`src/rtl/uart_tx_buffered.sv`:
```
module uart_tx_buffered #(
  parameter int OVS = 16
) (
  input  logic       clk16,
  input  logic       rst,
  input  logic [7:0] tx_bus,
  input  logic       load_n,
  input  logic       ctl_load,
  input  logic [1:0] word_sel,
  input  logic       par_off,
  input  logic       par_even,
  input  logic       stop_two,
  output logic       txd,
  output logic       hold_empty,
  output logic       shift_empty
);
  localparam int CW = $clog2(2 * OVS + 1);
  localparam logic [CW-1:0] LEN_BIT  = CW'(OVS);
  localparam logic [CW-1:0] LEN_S15  = CW'((OVS * 3) / 2);
  localparam logic [CW-1:0] LEN_S2   = CW'(2 * OVS);

  typedef enum logic [2:0] {S_IDLE, S_START, S_DATA, S_PAR, S_STOP} state_t;

  logic [1:0]    wsel_q;
  logic          poff_q, peven_q, stwo_q;
  logic          ld_s1, ld_s2, ld_s3;
  logic [7:0]    hold_q;
  logic          full_q;
  logic [7:0]    sh_q;
  logic          par_q;
  logic [2:0]    bidx_q;
  logic [CW-1:0] cnt_q;
  state_t        state_q;

  logic          strobe_rise;
  logic [2:0]    last_idx;
  logic [2:0]    bidx_nxt;
  logic [CW-1:0] stop_len;
  logic [CW-1:0] cur_len;
  logic          at_end;
  logic          take;
  logic [7:0]    masked;
  logic          ones;

  assign strobe_rise = ld_s2 & ~ld_s3;
  assign last_idx    = {1'b0, wsel_q} + 3'd4;
  assign bidx_nxt    = bidx_q + 3'd1;
  assign stop_len    = !stwo_q ? LEN_BIT : (wsel_q == 2'd0 ? LEN_S15 : LEN_S2);
  assign cur_len     = (state_q == S_STOP) ? stop_len : LEN_BIT;
  assign at_end      = (cnt_q == cur_len - 1'b1);
  assign take        = full_q && (state_q == S_IDLE || (state_q == S_STOP && at_end));
  assign masked      = hold_q & (8'hFF >> (2'd3 - wsel_q));
  assign ones        = ^masked;
  assign hold_empty  = ~full_q;

  always_ff @(posedge clk16 or posedge rst) begin
    if (rst) begin
      wsel_q  <= 2'd0;
      poff_q  <= 1'b0;
      peven_q <= 1'b0;
      stwo_q  <= 1'b0;
    end else if (ctl_load) begin
      wsel_q  <= word_sel;
      poff_q  <= par_off;
      peven_q <= par_even;
      stwo_q  <= stop_two;
    end
  end

  always_ff @(posedge clk16 or posedge rst) begin
    if (rst) begin
      ld_s1 <= 1'b1;
      ld_s2 <= 1'b1;
      ld_s3 <= 1'b1;
    end else begin
      ld_s1 <= load_n;
      ld_s2 <= ld_s1;
      ld_s3 <= ld_s2;
    end
  end

  always_ff @(posedge clk16 or posedge rst) begin
    if (rst) hold_q <= 8'h00;
    else if (!load_n) hold_q <= tx_bus;
  end

  always_ff @(posedge clk16 or posedge rst) begin
    if (rst) full_q <= 1'b0;
    else if (strobe_rise) full_q <= 1'b1;
    else if (take) full_q <= 1'b0;
  end

  always_ff @(posedge clk16 or posedge rst) begin
    if (rst) begin
      state_q     <= S_IDLE;
      cnt_q       <= '0;
      bidx_q      <= 3'd0;
      sh_q        <= 8'h00;
      par_q       <= 1'b0;
      txd         <= 1'b1;
      shift_empty <= 1'b1;
    end else if (take) begin
      state_q     <= S_START;
      cnt_q       <= '0;
      bidx_q      <= 3'd0;
      sh_q        <= masked;
      par_q       <= peven_q ? ones : ~ones;
      txd         <= 1'b0;
      shift_empty <= 1'b0;
    end else if (state_q != S_IDLE) begin
      if (!at_end) begin
        cnt_q <= cnt_q + 1'b1;
      end else begin
        cnt_q <= '0;
        case (state_q)
          S_START: begin
            state_q <= S_DATA;
            txd     <= sh_q[0];
          end
          S_DATA: begin
            if (bidx_q == last_idx) begin
              if (poff_q) begin
                state_q <= S_STOP;
                txd     <= 1'b1;
              end else begin
                state_q <= S_PAR;
                txd     <= par_q;
              end
            end else begin
              bidx_q <= bidx_nxt;
              txd    <= sh_q[bidx_nxt];
            end
          end
          S_PAR: begin
            state_q <= S_STOP;
            txd     <= 1'b1;
          end
          default: begin
            state_q     <= S_IDLE;
            shift_empty <= 1'b1;
          end
        endcase
      end
    end
  end

  assert_fill_after_strobe_R2: assert property (@(posedge clk16) disable iff (rst)
    $fell(hold_empty) |-> $past(ld_s2 && !ld_s3));

  assert_start_low_R3: assert property (@(posedge clk16) disable iff (rst)
    $fell(shift_empty) |-> !txd);

  assert_refill_busy_R3: assert property (@(posedge clk16) disable iff (rst)
    $rose(hold_empty) |-> (!shift_empty && !txd));

  assert_idle_high_R4: assert property (@(posedge clk16) disable iff (rst)
    shift_empty |-> txd);

  assert_bit_steady_R4: assert property (@(posedge clk16) disable iff (rst)
    (state_q != S_IDLE && cnt_q != '0) |-> $stable(txd));

  assert_done_after_stop_R6: assert property (@(posedge clk16) disable iff (rst)
    $rose(shift_empty) |-> $past(state_q) == S_STOP);

endmodule

```
`config.mk`:
```
export PLATFORM = sky130hd
export DESIGN_NAME = uart_tx_buffered
export DESIGN_NICKNAME = d
export VERILOG_FILES = /design/src/rtl/uart_tx_buffered.sv
export SDC_FILE = /design/constraint.sdc
export NUM_CORES = 1
export LEC_CHECK = 0
export CAP_MARGIN = 20
export CORE_MARGIN = 2
export CORE_UTILIZATION = 45
export CTS_BUF_LIST = sky130_fd_sc_hd__clkbuf_4
export DETAILED_ROUTE_END_ITERATION = 8
export DONT_BUFFER_PORTS = 1
export GPL_TIMING_DRIVEN = 0
export PLACE_DENSITY_LB_ADDON = 0.12
export SYNTH_ARGS = -nofsm -noshare
export SYNTH_HDL_FRONTEND = slang
export SYNTH_SLANG_ARGS = --single-unit
export TNS_END_PERCENT = 50
```
`constraint.sdc`:
```
create_clock -name clk16 -period 2.8 [get_ports clk16]
set_clock_uncertainty 0.1 [all_clocks]
set_input_delay 0 -clock clk16 [delete_from_list [all_inputs] [get_ports clk16]]
set_output_delay 0 -clock clk16 [all_outputs]
set_load 0.05 [all_outputs]
```
# After elaboration in Yosys (flattened, before gate mapping)
# Cells that the tools add are included.
classes:
  add_sub_neg: 5
  n_lt_le_gt_ge: 1
  n_eq_ne: 9
  n_shift: 1
  n_mux: 32
  n_bitwise: 5
  n_reduce_logical: 17
ops:
  columns: ["cell", "count"]
  rows:
  - ["6-bit two-way mux", 6]
  - ["3-bit two-way mux", 10]
  - ["1-bit two-way mux", 13]
  - ["3-bit one-hot mux with 3 select lines", 1]
  - ["3-bit AND reduction", 3]
  - ["8-bit AND", 1]
  - ["2-bit nonzero test", 4]
  - ["8-bit XOR reduction", 1]
  - ["8-bit by 2-bit right shift with 8-bit output, first input constant", 1]
  - ["6-bit by 1-bit adder with 6-bit output, second input constant", 1]
  - ["3-bit by 2-bit equality test with 1-bit output, second input constant", 2]
  - ["6-bit equality test", 1]
  - ["6-bit by 1-bit subtractor with 6-bit output, second input constant", 1]
  - ["3-bit by 4-bit < comparator with 1-bit output, second input constant", 1]
  - ["4-bit AND reduction", 1]
  - ["4-bit nonzero test", 1]
  - ["2-bit by 3-bit adder with 3-bit output, second input constant", 1]
  - ["3-bit by 1-bit adder with 3-bit output, second input constant", 1]
  - ["1-bit binary-select mux with 3-bit select", 1]
  - ["3-bit by 1-bit equality test with 1-bit output, second input constant", 1]
  - ["3-bit equality test", 1]
  - ["3-bit equality test, second input constant", 1]
  - ["3-bit logical NOT", 1]
  - ["3-bit inequality test, second input constant", 1]
  - ["other kinds (11)", 14]
totals:
  reg_bits: 40
  inputBits: 17
  out_inout_bits: 3
  word_cells: 86

# Depth between registers and ports, before layout
depth:
  depth_word: 11
  mapped_depth: 7
  depth_no_buf: 6

# Worst setup path before layout
# Ideal clock, no wire load.
synth_timing:
  path_type: "register to register"
  startpoint: "register wsel_q[1]"
  endpoint: "register sh_q[0]"
  setup_time_ps: 125
  arrival_time_ps: 1920
  required_ps: 2575
  setup_slack_ps: 654
  stages_incl_launch_ff: 8
  path_buffers: 2
  synth_period_minus_slack_ps: 2146
  path_cell_list: "dfrtp_1 > buf_6 > or3_1 > a211o_1 > a21oi_4 > a31oi_2 > buf_6 > mux2_4"
synth_between:
  elab_chain_len: 9
  word_cells_on_any_way: 12
  cone_classes: "add/sub (2); eq/ne (1); shift (1); mux (3); bitwise (1); reduce/logical (4)"
synth_lines:
  columns: ["item", "line", "rtl"]
  rows:
  - ["start, declared", "24", "logic [1:0] wsel_q;"]
  - ["start signal, assigned", "63", "wsel_q <= word_sel;"]
  - ["2-bit logical NOT", "48", "assign stop_len = !stwo_q ? LEN_BIT : (wsel_q == 2'd0 ? LEN_S15 : LEN_S2);"]
  - ["6-bit two-way mux (2 in a row)", "48", null]
  - ["6-bit two-way mux", "49", "assign cur_len = (state_q == S_STOP) ? stop_len : LEN_BIT;"]
  - ["6-bit by 1-bit subtractor with 6-bit output", "50", "assign at_end = (cnt_q == cur_len - 1'b1);"]
  - ["6-bit equality test", "50", null]
  - ["1-bit logical AND", "51", "assign take = full_q && (state_q == S_IDLE || (state_q == S_STOP && at_end));"]
  - ["1-bit logical OR", "51", null]
  - ["1-bit logical AND", "51", null]
  - ["end signal, assigned", "106", "sh_q <= masked;"]
  - ["end, declared", "29", "logic [7:0] sh_q;"]
# Several ways; a longest one is shown, not always the timed one.
# A chain may end at the register's enable or synchronous reset.

# Final worst setup path
layout_timing:
  startpoint: "register wsel_q[0]"
  endpoint: "register bidx_q[2]"
layout_between:
  elab_chain_len: 11
  word_cells_on_any_way: 17
  cone_classes: "add/sub (2); eq/ne (3); mux (4); reduce/logical (8)"
layout_lines:
  columns: ["item", "line", "rtl"]
  rows:
  - ["2-bit logical NOT", "48", null]
  - ["6-bit two-way mux (2 in a row)", "48", null]
  - ["6-bit two-way mux", "49", null]
  - ["6-bit by 1-bit subtractor with 6-bit output", "50", null]
  - ["6-bit equality test", "50", null]
  - ["1-bit logical AND", "51", null]
  - ["1-bit logical OR", "51", null]
  - ["1-bit logical AND", "51", null]
  - ["2-bit inequality test (no source line) / 2-bit nonzero test (equally long branches)", null, null]
  - ["4-bit AND reduction (no source line)", null, null]
  - ["end signal, assigned", "130", "bidx_q <= bidx_nxt;"]
  - ["end, declared", "31", "logic [2:0] bidx_q;"]
# Several ways; a longest one is shown, not always the timed one.

==> summary.md <==
| Metric | Value |
|---|---|
| Result of the run | `finished, final reports clean` |
| Die footprint | `~5000 µm²` |
| Combinational cell fraction of total power | `roughly a third` |
| Aggregate negative setup slack | `0 ns` |
| Count of instances resized after the clock tree is built | `0` |
| TritonCTS clock tree | `built` |
| Relative contribution of sequential cells to total power | `44.0%` |
| Fin crit share | `83.77%` |
| Critical path start-end classification | `reg2reg` |
| Switching power | `0.0006902 W` |
| Worst IR Drop VDD | `0.4140 mV` |
| Async set-or-reset flop fraction in the synthesized netlist | `100.0%` |
| Area of the multi-input gates | `approximately 950 µm²` |
| Core footprint | `4354 µm²` |
| Delay contributed by the slowest stage of the critical path | `0.48 ns` |
| Final-layout fill cell count | `369` |
| WP data arrival | `2.46 ns` |
| Transition time at the pin with the least slew margin | `0.8109 ns` |
| Number of standard-cell rows in the floorplan | `24` |
| Vias in the first global route | `~1,500` |
| Clock power frac | `23.3%` |
| Synthesized net count | `196` |
| CTS Root Buffer Type | `sky130_fd_sc_hd__clkbuf_4` |
| Clock-pin transition on the worst setup and hold timing paths | `0.12 ns` |
| Synth cell types | `44` |
| Largest fanout on the critical path | `10` |
| Crit path max-delay cell type | `sky130_fd_sc_hd__dfrtp_1` |
| TritonCTS buffer count | `5` |
| Final routed wire length divided by cell count | `around 16 µm` |
| Final estimated routing congestion in global placement | `0.8696` |
| Vertical extent of the die | `~71 µm` |
| Reg area | `1007 µm²` |
| Placed wire-length estimate | `roughly 3000 µm` |
| Overall power | `0.002055 W` |
| Die W | `71.18 µm` |
| Reg-to-reg startpoint | `wsel_q[0]` |
| Initial antenna violation count | `0` |
| Final Hold Viols | `0` |
| Ys flop type | `sky130_fd_sc_hd__dfrtp_1` |
| Switch share | `33.59%` |
| Register area share after synthesis | `49.60%` |
| Net count of the finished layout | `approximately 220` |
| Setup crit start | `wsel_q[0]` |
| Cell type contributing the most total cell area after synthesis | `sky130_fd_sc_hd__dfrtp_1` |
| Seq cells post-synth | `40` |
| Kind of path behind the tightest hold check | `in2reg` |
| Warnings from Yosys | `0` |
| Hold wc startpoint | `load_n` |
| Worst EP required | `between 2 and 3 ns` |
| Total global routing track utilization | `17.91%` |
| Highest Clock Rate | `426.3 MHz` |
| DRC errors left | `0` |
| Ordered list of cells on the worst path | `or3_1 -> a211o_1 -> a21o_1 -> clkbuf_1 -> o2111ai_1 -> o211ai_1` |
| Global-route wire length before repair | `7086 µm` |
| Number of buffers between clock root and the deepest sink | `2` |
| Initial cell density of the core | `46.64%` |
| Top post-synthesis cells by area | `sky130_fd_sc_hd__dfrtp_1 (43%), sky130_fd_sc_hd__mux2_2 (7.8%), sky130_fd_sc_hd__dfstp_2 (6.5%)` |
| Ratio of total power to cell area | `855.7 nW/µm²` |
| Vias/cell | `5.696` |
| Count of final max-slew check failures | `0` |
| Instance area after placement | `2096 µm²` |
| Area of the mapped netlist | `approximately 2000 µm²` |
| Final Instance Area | `2401 µm²` |
| Number of cells produced by synthesis | `177` |
| Post-detailed-route count of antenna-violating nets | `0` |
| Max-capacitance violation count | `0` |
| Largest net degree at the start of global routing | `41` |
| RSZ-0062 raised after global routing | `no` |
| Wire length reported by the detailed router | `4079 µm` |
| Drt first-iter violations | `83` |
| Final critical path time including I/O delays and setup | `2.346 ns` |
| Boundary Pins | `20` |
| Headroom to the max-slew limit | `45.86%` |
| Power Internal | `around 0.0014 W` |
| Total number of vias | `1,464` |
| Static leakage | `0.9844 nW` |
| Share of post-route cells with drive strength above 1 | `19.51%` |
| Critical Path Source Type | `register` |
| Average size of a mapped cell | `11.47 µm²` |
| I/O Buffers | `0` |
| Area share of the largest cell type after synthesis | `about 43%` |
| Clock net sink count | `40` |
| Clock insertion delay at the later pin of the skew report | `between 0.3 and 0.4 ns` |
| 1st-pass router iterations | `4` |
| H-tree levels | `2` |
| Total setup violations reported at the end of the flow | `0` |
| Number of inserted diodes | `0` |
| Aggregate global routing overflow | `0` |
| Critical Path End Type | `register` |
| Number of enable-type register cells in the synthesized netlist | `0` |
| P&R area growth vs syn | `18.24%` |
-- stage by stage --
| step | setup WS [ns] | hold slack (ns) | utilization, % | cells |
|---|---|---|---|---|
| floorplan | 0.6544 | -0.09552 | - | 177 |
| finish | 0.4545 | 0.05776 | 55.14 | 257 |
| CTS | 0.4610 | 0.05058 | 55.14 | 257 |
| global placement | 0.4965 | -0.09540 | 48.13 | 229 |
| detailed placement | 0.4924 | -0.09537 | 48.13 | 229 |
| global route | 0.3001 | 0.04837 | 55.14 | 257 |
-- power groups by stage --
stage	logic, W	registers, W	clock network (W)
5_1_grt	0.000747	0.000926	0.000514
3_3_place_gp	0.000631	0.000908	0
6_report	0.000671	0.000905	0.000479
2_1_floorplan	0.000545	0.000871	0
4_1_cts	0.000674	0.000906	0.000486
3_5_place_dp	0.000645	0.000918	0
-- path summary, 6_finish.rpt --
path,depth (start not counted),slack [ns],to
max,6,0.45,bidx_q[2]
min,2,0.06,hold_q[3]
max reg2reg,6,0.45,bidx_q[2]
min reg2reg,0,0.27,ld_s2
max in group asynchronous,2,1.92,sh_q[0]
min in group asynchronous,2,0.17,hold_q[5]
-- synth_stat cells (all sizes together), types with 5 or more instances --
cell / number
dfrtp: 35
mux2: 19
xnor2: 14
nand2: 11
o21ai: 10
inv: 9
nor2: 9
a21oi: 5
clkbuf: 5
dfstp: 5
nand3: 5
or3: 5
-- per-layer routing --
metal	vias up	track usage, %	share of wire, %
met4	0	7.128	1.5
met5	-	0	0
met3	6	4.558	3.8
met2	29	29.32	51
li1	692	-	-
met1	737	22.73	44
-- timing repair --
item | 4_1_cts | 5_1_grt
setup buffers | 0 | 0
hold endpoints to repair | 49 | 0
hold buffers | 20 | 0
-- sequential cells by signal, summed over array words and instances, names as in the netlist, 2 cells and up --
name	flops
bidx_q	3
cnt_q	6
hold_q	8
sh_q	8
state_q	3
wsel_q	2
-- critical path: cells and delay by family (launching register included) --
| kind | cells | cell delay [ns] |
|---|---|---|
| compound gates | 4 | 0.99 |
| buf+inv | 1 | 0.26 |
| flops | 1 | 0.48 |
| simple gates | 1 | 0.39 |
-- layout by cell type (no fill, tap or decap), types with 3 or more instances in the layout --
cell	n
sky130_fd_sc_hd__dlygate4sd3_1	20
sky130_fd_sc_hd__o21ai_0	9
sky130_fd_sc_hd__xnor2_1	14
sky130_fd_sc_hd__clkbuf_4	6
sky130_fd_sc_hd__nand4_1	3
sky130_fd_sc_hd__mux2_2	14
sky130_fd_sc_hd__a21oi_1	4
sky130_fd_sc_hd__clkbuf_1	5
sky130_fd_sc_hd__or3_1	5
sky130_fd_sc_hd__dfstp_2	5
sky130_fd_sc_hd__dfrtp_1	35
sky130_fd_sc_hd__nand3_1	5
sky130_fd_sc_hd__mux2_4	5
sky130_fd_sc_hd__nor2_1	9
sky130_fd_sc_hd__nand2_1	11
sky130_fd_sc_hd__o2111ai_1	3
sky130_fd_sc_hd__o211ai_1	3
sky130_fd_sc_hd__inv_1	8
-- kinds of logic after synthesis --
family                   share of synthesized area [%]
AO/OA/AOI/OAI                                    13.62
XOR/XNOR                                         6.470
adder cells (fa/ha/maj)                          1.232
buffers and inverters                            3.697
flip-flops                                       49.60
multiplexers                                     14.66
AND/OR/NAND/NOR                                  10.72
-- cell type report --
class | count | share of cell area (%)
Buffer | 7 | 1.720
Inverter | 9 | 1.407
Timing Repair Buffer | 20 | 8.338
Sequential cell | 40 | 41.95
Multi-Input combinational cell | 121 | 39.50
Clock inverter | 2 | 2.501
Tap cell | 52 | 2.710
Clock buffer | 6 | 1.876
No activity file was read; power rests on OpenSTA's default activity.
